--- src/rtl/tlb_pkg.sv ---
package tlb_pkg;
  localparam logic [1:0] ACC_RD = 2'd0;
  localparam logic [1:0] ACC_WR = 2'd1;
  localparam logic [1:0] ACC_EX = 2'd2;
  localparam int RIGHT_R = 0;
  localparam int RIGHT_W = 1;
  localparam int RIGHT_X = 2;
endpackage

--- src/rtl/tlb_cam_match.sv ---
module tlb_cam_match #(
  parameter int N  = 8,
  parameter int VW = 20,
  localparam int IW = $clog2(N)
) (
  input  logic                 clk,
  input  logic                 rst_n,
  input  logic [N-1:0]         valid,
  input  logic [N-1:0][VW-1:0] tags,
  input  logic [VW-1:0]        key,
  output logic [N-1:0]         match,
  output logic                 any,
  output logic [IW-1:0]        idx
);
  for (genvar g = 0; g < N; g++) begin : g_cmp
    assign match[g] = valid[g] && (tags[g] == key);
  end

  assign any = |match;

  always_comb begin
    idx = '0;
    for (int i = 0; i < N; i++)
      if (match[i]) idx = idx | IW'(i);
  end

  // At most one entry may ever match the key
  assert_unique_match_R1: assert property (@(posedge clk) disable iff (!rst_n)
    $onehot0(match));
endmodule

--- src/rtl/tlb_use_update.sv ---
module tlb_use_update #(
  parameter int N = 8,
  localparam int IW = $clog2(N)
) (
  input  logic [N-1:0]  used,
  input  logic          set_en,
  input  logic [IW-1:0] set_idx,
  output logic [N-1:0]  nxt_used
);
  always_comb begin
    nxt_used = used;
    if (set_en) begin
      nxt_used[set_idx] = 1'b1;
      if (&nxt_used) begin
        nxt_used          = '0;
        nxt_used[set_idx] = 1'b1;
      end
    end
  end
endmodule

--- src/rtl/tlb_victim_pick.sv ---
module tlb_victim_pick #(
  parameter int N = 8,
  localparam int IW = $clog2(N)
) (
  input  logic          clk,
  input  logic          rst_n,
  input  logic [N-1:0]  valid,
  input  logic [N-1:0]  used,
  output logic [IW-1:0] idx
);
  always_comb begin
    idx = '0;
    for (int i = N - 1; i >= 0; i--)
      if (!valid[i] || !used[i]) idx = IW'(i);
  end

  // The usage vector never saturates, so a clear slot always exists
  assert_victim_exists_R8: assert property (@(posedge clk) disable iff (!rst_n)
    $countones(used) < N);
endmodule

--- src/rtl/tlb_xlate.sv ---
module tlb_xlate
  import tlb_pkg::*;
#(
  parameter int ENTRIES = 8,
  parameter int VPN_W   = 20,
  parameter int PPN_W   = 16,
  parameter int OFF_W   = 12,
  localparam int IW   = $clog2(ENTRIES),
  localparam int VA_W = VPN_W + OFF_W,
  localparam int PA_W = PPN_W + OFF_W
) (
  input  logic              clk,
  input  logic              rst_n,
  input  logic              inv_all,
  input  logic              req_valid,
  output logic              req_ready,
  input  logic [VA_W-1:0]   req_vaddr,
  input  logic [1:0]        req_acc,
  output logic              rsp_valid,
  output logic              rsp_hit,
  output logic              rsp_miss,
  output logic              rsp_page_fault,
  output logic              rsp_prot_fault,
  output logic [PA_W-1:0]   rsp_paddr,
  output logic [IW-1:0]     rsp_way,
  output logic              rsp_dirty,
  output logic              walk_req,
  output logic [VPN_W-1:0]  walk_vpn,
  output logic              walk_ready,
  input  logic              walk_valid,
  input  logic [PPN_W-1:0]  walk_ppn,
  input  logic [2:0]        walk_perm,
  input  logic              walk_present,
  input  logic              walk_dirty
);
  logic [ENTRIES-1:0]             ent_valid, ent_pres, ent_dirty, ent_used;
  logic [ENTRIES-1:0][VPN_W-1:0]  ent_vpn;
  logic [ENTRIES-1:0][PPN_W-1:0]  ent_ppn;
  logic [ENTRIES-1:0][2:0]        ent_perm;
  logic                           pend_q;
  logic [VPN_W-1:0]               walk_vpn_q;

  logic [VPN_W-1:0]   vpn_in;
  logic [OFF_W-1:0]   off_in;
  logic [ENTRIES-1:0] match;
  logic               any;
  logic [IW-1:0]      hidx, vic;
  logic               acc_fire, refill, right_ok, pres_ok, grant, is_wr;
  logic               use_set_en;
  logic [IW-1:0]      use_set_idx;
  logic [ENTRIES-1:0] nxt_used;

  assign vpn_in     = req_vaddr[VA_W-1:OFF_W];
  assign off_in     = req_vaddr[OFF_W-1:0];
  assign req_ready  = !pend_q;
  assign acc_fire   = req_valid && req_ready;
  assign walk_req   = pend_q;
  assign walk_vpn   = walk_vpn_q;
  assign walk_ready = pend_q;
  assign refill     = walk_valid && pend_q;

  tlb_cam_match #(.N(ENTRIES), .VW(VPN_W)) u_cam (
    .clk(clk), .rst_n(rst_n), .valid(ent_valid), .tags(ent_vpn), .key(vpn_in),
    .match(match), .any(any), .idx(hidx));

  tlb_victim_pick #(.N(ENTRIES)) u_vic (
    .clk(clk), .rst_n(rst_n), .valid(ent_valid), .used(ent_used), .idx(vic));

  always_comb begin
    case (req_acc)
      ACC_WR:  right_ok = ent_perm[hidx][RIGHT_W];
      ACC_EX:  right_ok = ent_perm[hidx][RIGHT_X];
      default: right_ok = ent_perm[hidx][RIGHT_R];
    endcase
  end

  assign pres_ok     = ent_pres[hidx];
  assign grant       = any && pres_ok && right_ok;
  assign is_wr       = (req_acc == ACC_WR);
  assign use_set_en  = (acc_fire && any) || refill;
  assign use_set_idx = refill ? vic : hidx;

  tlb_use_update #(.N(ENTRIES)) u_use (
    .used(ent_used), .set_en(use_set_en), .set_idx(use_set_idx), .nxt_used(nxt_used));

  always_ff @(posedge clk) begin
    if (!rst_n) begin
      ent_valid <= '0; ent_pres <= '0; ent_dirty <= '0; ent_used <= '0;
      ent_vpn <= '0; ent_ppn <= '0; ent_perm <= '0;
      pend_q <= 1'b0; walk_vpn_q <= '0;
      rsp_valid <= 1'b0; rsp_hit <= 1'b0; rsp_miss <= 1'b0;
      rsp_page_fault <= 1'b0; rsp_prot_fault <= 1'b0;
      rsp_paddr <= '0; rsp_way <= '0; rsp_dirty <= 1'b0;
    end else begin
      rsp_valid <= acc_fire;
      if (acc_fire) begin
        rsp_hit        <= grant;
        rsp_miss       <= !any;
        rsp_page_fault <= any && !pres_ok;
        rsp_prot_fault <= any && pres_ok && !right_ok;
        rsp_paddr      <= {ent_ppn[hidx], off_in};
        rsp_way        <= hidx;
        rsp_dirty      <= any && (ent_dirty[hidx] || (grant && is_wr));
        if (grant && is_wr) ent_dirty[hidx] <= 1'b1;
        if (!any) begin
          pend_q     <= 1'b1;
          walk_vpn_q <= vpn_in;
        end
      end
      if (refill) begin
        ent_valid[vic] <= 1'b1;
        ent_vpn[vic]   <= walk_vpn_q;
        ent_ppn[vic]   <= walk_ppn;
        ent_perm[vic]  <= walk_perm;
        ent_pres[vic]  <= walk_present;
        ent_dirty[vic] <= walk_dirty;
        pend_q         <= 1'b0;
      end
      if (use_set_en) ent_used <= nxt_used;
      if (inv_all) ent_valid <= '0;
    end
  end

  // A miss opens a walk and blocks further lookups
  assert_miss_opens_walk_R5: assert property (@(posedge clk) disable iff (!rst_n)
    (acc_fire && !any) |=> (walk_req && !req_ready));
  // The walk page number holds until the refill is taken
  assert_walk_vpn_stable_R5: assert property (@(posedge clk) disable iff (!rst_n)
    (walk_req && !walk_valid) |=> $stable(walk_vpn));
  // A refill ends the outstanding walk
  assert_refill_closes_R6: assert property (@(posedge clk) disable iff (!rst_n)
    (walk_req && walk_valid && !(req_valid && req_ready)) |=> !walk_req);
  // Each response carries exactly one outcome
  assert_one_outcome_R3: assert property (@(posedge clk) disable iff (!rst_n)
    rsp_valid |-> ($countones({rsp_hit, rsp_miss, rsp_page_fault, rsp_prot_fault}) == 1));
  // A granted write reports the page dirty
  assert_write_dirty_R7: assert property (@(posedge clk) disable iff (!rst_n)
    (acc_fire && grant && is_wr) |=> (rsp_hit && rsp_dirty));
  // Invalidate empties the whole buffer
  assert_inv_clears_R9: assert property (@(posedge clk) disable iff (!rst_n)
    inv_all |=> (ent_valid == '0));
endmodule

--- config.mk ---
export PLATFORM = sky130hd
export DESIGN_NAME = tlb_xlate
export DESIGN_NICKNAME = d
export VERILOG_FILES = /design/src/rtl/tlb_pkg.sv /design/src/rtl/tlb_cam_match.sv /design/src/rtl/tlb_use_update.sv /design/src/rtl/tlb_victim_pick.sv /design/src/rtl/tlb_xlate.sv
export SDC_FILE = /design/constraint.sdc
export NUM_CORES = 1
export LEC_CHECK = 0
export BUFFER_PORTS_ARGS = -buffer_cell sky130_fd_sc_hd__buf_2
export CORE_MARGIN = 3
export CORE_UTILIZATION = 54
export DETAILED_ROUTE_END_ITERATION = 7
export PLACE_DENSITY = 0.72
export SETUP_SLACK_MARGIN = 0.15
export SLEW_MARGIN = 10
export SYNTH_ARGS = -nofsm -noshare
export SYNTH_HDL_FRONTEND = slang
export SYNTH_HIERARCHICAL = 1
export SYNTH_SLANG_ARGS = --single-unit
--- constraint.sdc ---
create_clock -name clk -period 15.3 [get_ports clk]
set_clock_uncertainty 0.15 [all_clocks]
set_input_delay 3.825 -clock clk [delete_from_list [all_inputs] [get_ports clk]]
set_output_delay 3.825 -clock clk [all_outputs]
set_load 0.01 [all_outputs]
==> out/qor.txt <==
final design utilization = 60.8%
startpoint types = input pin
Worst Hold Slack = 311 ps
Worst-path clk slew = 60 ps
core footprint = 34000 sq um
final period utilization = 52.6%
largest net degree at the start of global routing = 259
cts repair resizes = 0
number of setup buffers added after CTS = 0
# Max-Cap Violations = 0
Max FO, Critical Path = 18
worst hold start = rsp_paddr[4]
Wirelength per Cell = 21.1 um
Sum Neg Setup Slack = 0 ps
share of cells above drive strength 1 = 12.7%
Setup CP Type = in2reg
Final GP Congestion = 0.895
reg2reg setup slack = 10490 ps
Rel. slew slack = 17.0%
Die W = 193 um
# port buffers = 119
Final #Nets = 2266
CTS Root Cell = clkbuf_16
initial antenna violation count = 2
# hold bufs at CTS = 0
IO Count = 120
count of final max-slew check failures = 0
post-DR vias/cell = 5.83
fill cell count = 2998
Starting DRT DRC Count = 1340
cell-internal power = 1.71 mW
Switching Fraction = 23.5%
WHS Path Cells = 2
first-pass GRT wire length = 88.1 mm
CTS tree = built
Combinational Power Share = 6.1%
Pleak = 6.96 nW
hold path endpoint = rsp_paddr[4]
maximum VDD drop = 0.0000842 V
vias in the first global route = 15245
Final Hold Fails = 0
worst endpoint data arrival time = 8320 ps
Post-DP HPWL = 33.7 mm
Flop pwr share = 48.1%
FP Rows = 67
GRT Util Overall = 29.4%
CP Data Required Time = 15580 ps
Initial Utilization = 55.6%
Pre-antenna DRT Iters = 5
fmax = 124 MHz
detailed-route via count = 15655
Synth Warn # = 6
final setup vio count = 0
Mapped Area = 18900 sq um
crit path time final = 8040 ps
Worst setup EP type = register
Layout area overhead = 9.26%
clock share of power = 45.9%
grt total ovfl = 0
CTS Sinks = 402
Die ar. = 37400 sq um
TritonCTS buffer count = 43
min-delay worst type = reg2reg
Antenna diodes = 0
R2R cell count = 12
synthesized net count = 2298
Longest Clk Path Bufs = 3
pwr dens = 108 nW/um^2
Antenna Nets Post-Route = 0
H-Tree Depth = 2
R2R Path End = ent_used[3]
clock latency on the worst-skew pair = 560 ps
DRT Wirelength = 56.7 mm
Die Y = 193 um
Post-Syn Instances = 2236
reg-to-reg startpoint = ent_vpn[74]
Mean Syn Cell Area = 8.47 sq um
run status = finished clean
unrepaired setup endpoints after global routing = no
DRC = 0
NetSw = 0.526 mW
Slew @ Worst Pin = 1240 ps
-- metal layers --
layer | GRT usage (%) | wire length [um] | share of wire, %
met1 | 36.4 | 22500 | 40
met2 | 49.6 | 27200 | 48
met5 | 0 | 26 | 0.046
met3 | 5.67 | 4480 | 7.9
met4 | 13.7 | 2520 | 4.4
-- power by group through the flow --
stage	clock, mW	sequential, mW	combinational, mW
after global routing	1.08	1.08	0.144
after detailed placement	0	1.10	0.133
final	1.03	1.07	0.136
after global placement	0	1.10	0.133
after floorplan	0	1.09	0.0944
after CTS	1.04	1.07	0.134
-- per-stage QoR --
stage | area (sq um) | worst slack (ps) | power, mW | std cells
floorplan | 18900 | 7840 | 1.19 | 2236
global placement | 19300 | 6960 | 1.23 | 2607
detailed placement | 19300 | 6930 | 1.23 | 2607
CTS | 20700 | 7490 | 2.25 | 2684
global route | 20700 | 7160 | 2.30 | 2684
finish | 20700 | 7260 | 2.24 | 2684
-- critical path: stages --
cell	delay, ps
buf_2	210
xnor2_1	460
nand4_1	290
nor4_1	590
nand4_2	250
nand4_4	360
or4_1	330
nand3b_1	560
nand2_1	690
o2111ai_2	270
a211o_1	330
nand2_1	50
a21boi_0	90
-- area by class of cell --
type	count	area, sq um	area share, %
multi-input cells	1609	9900	47.8
inverters	11	41.3	0.200
clock inverters	11	100	0.484
repair buffers	137	752	3.63
well taps	448	561	2.71
clock buffers	66	1290	6.25
flip-flops and latches	402	8050	38.9
-- flip-flops by register name, indices dropped and copies added (netlist names), 3 cells and up --
name / flops
ent_dirty: 8
ent_perm: 24
ent_ppn: 128
ent_pres: 8
ent_used: 8
ent_valid: 8
ent_vpn: 160
rsp_paddr: 28
rsp_way: 3
walk_vpn: 20
-- worst max-delay path by stage --
stage | start | end | cells past startpoint
4_1_cts | req_vaddr[26] | ent_used[3] | 13
3_5_place_dp | req_vaddr[26] | ent_used[3] | 13
3_3_place_gp | req_vaddr[26] | ent_used[3] | 13
2_1_floorplan | req_vaddr[22] | ent_used[3] | 17
6_report | req_vaddr[26] | ent_used[3] | 13
5_1_grt | req_vaddr[26] | ent_used[3] | 13
-- placed cells by master (no fill, tap or decap), types with 24 or more instances in the layout --
master / count
mux2i_1: 34
dfxtp_1: 402
xnor2_1: 124
clkbuf_16: 44
a21boi_0: 363
nand4_1: 34
nand2_1: 763
buf_2: 118
xor2_1: 36
nand3_1: 24
mux4_2: 25
(Power assumes the default switching activity.)
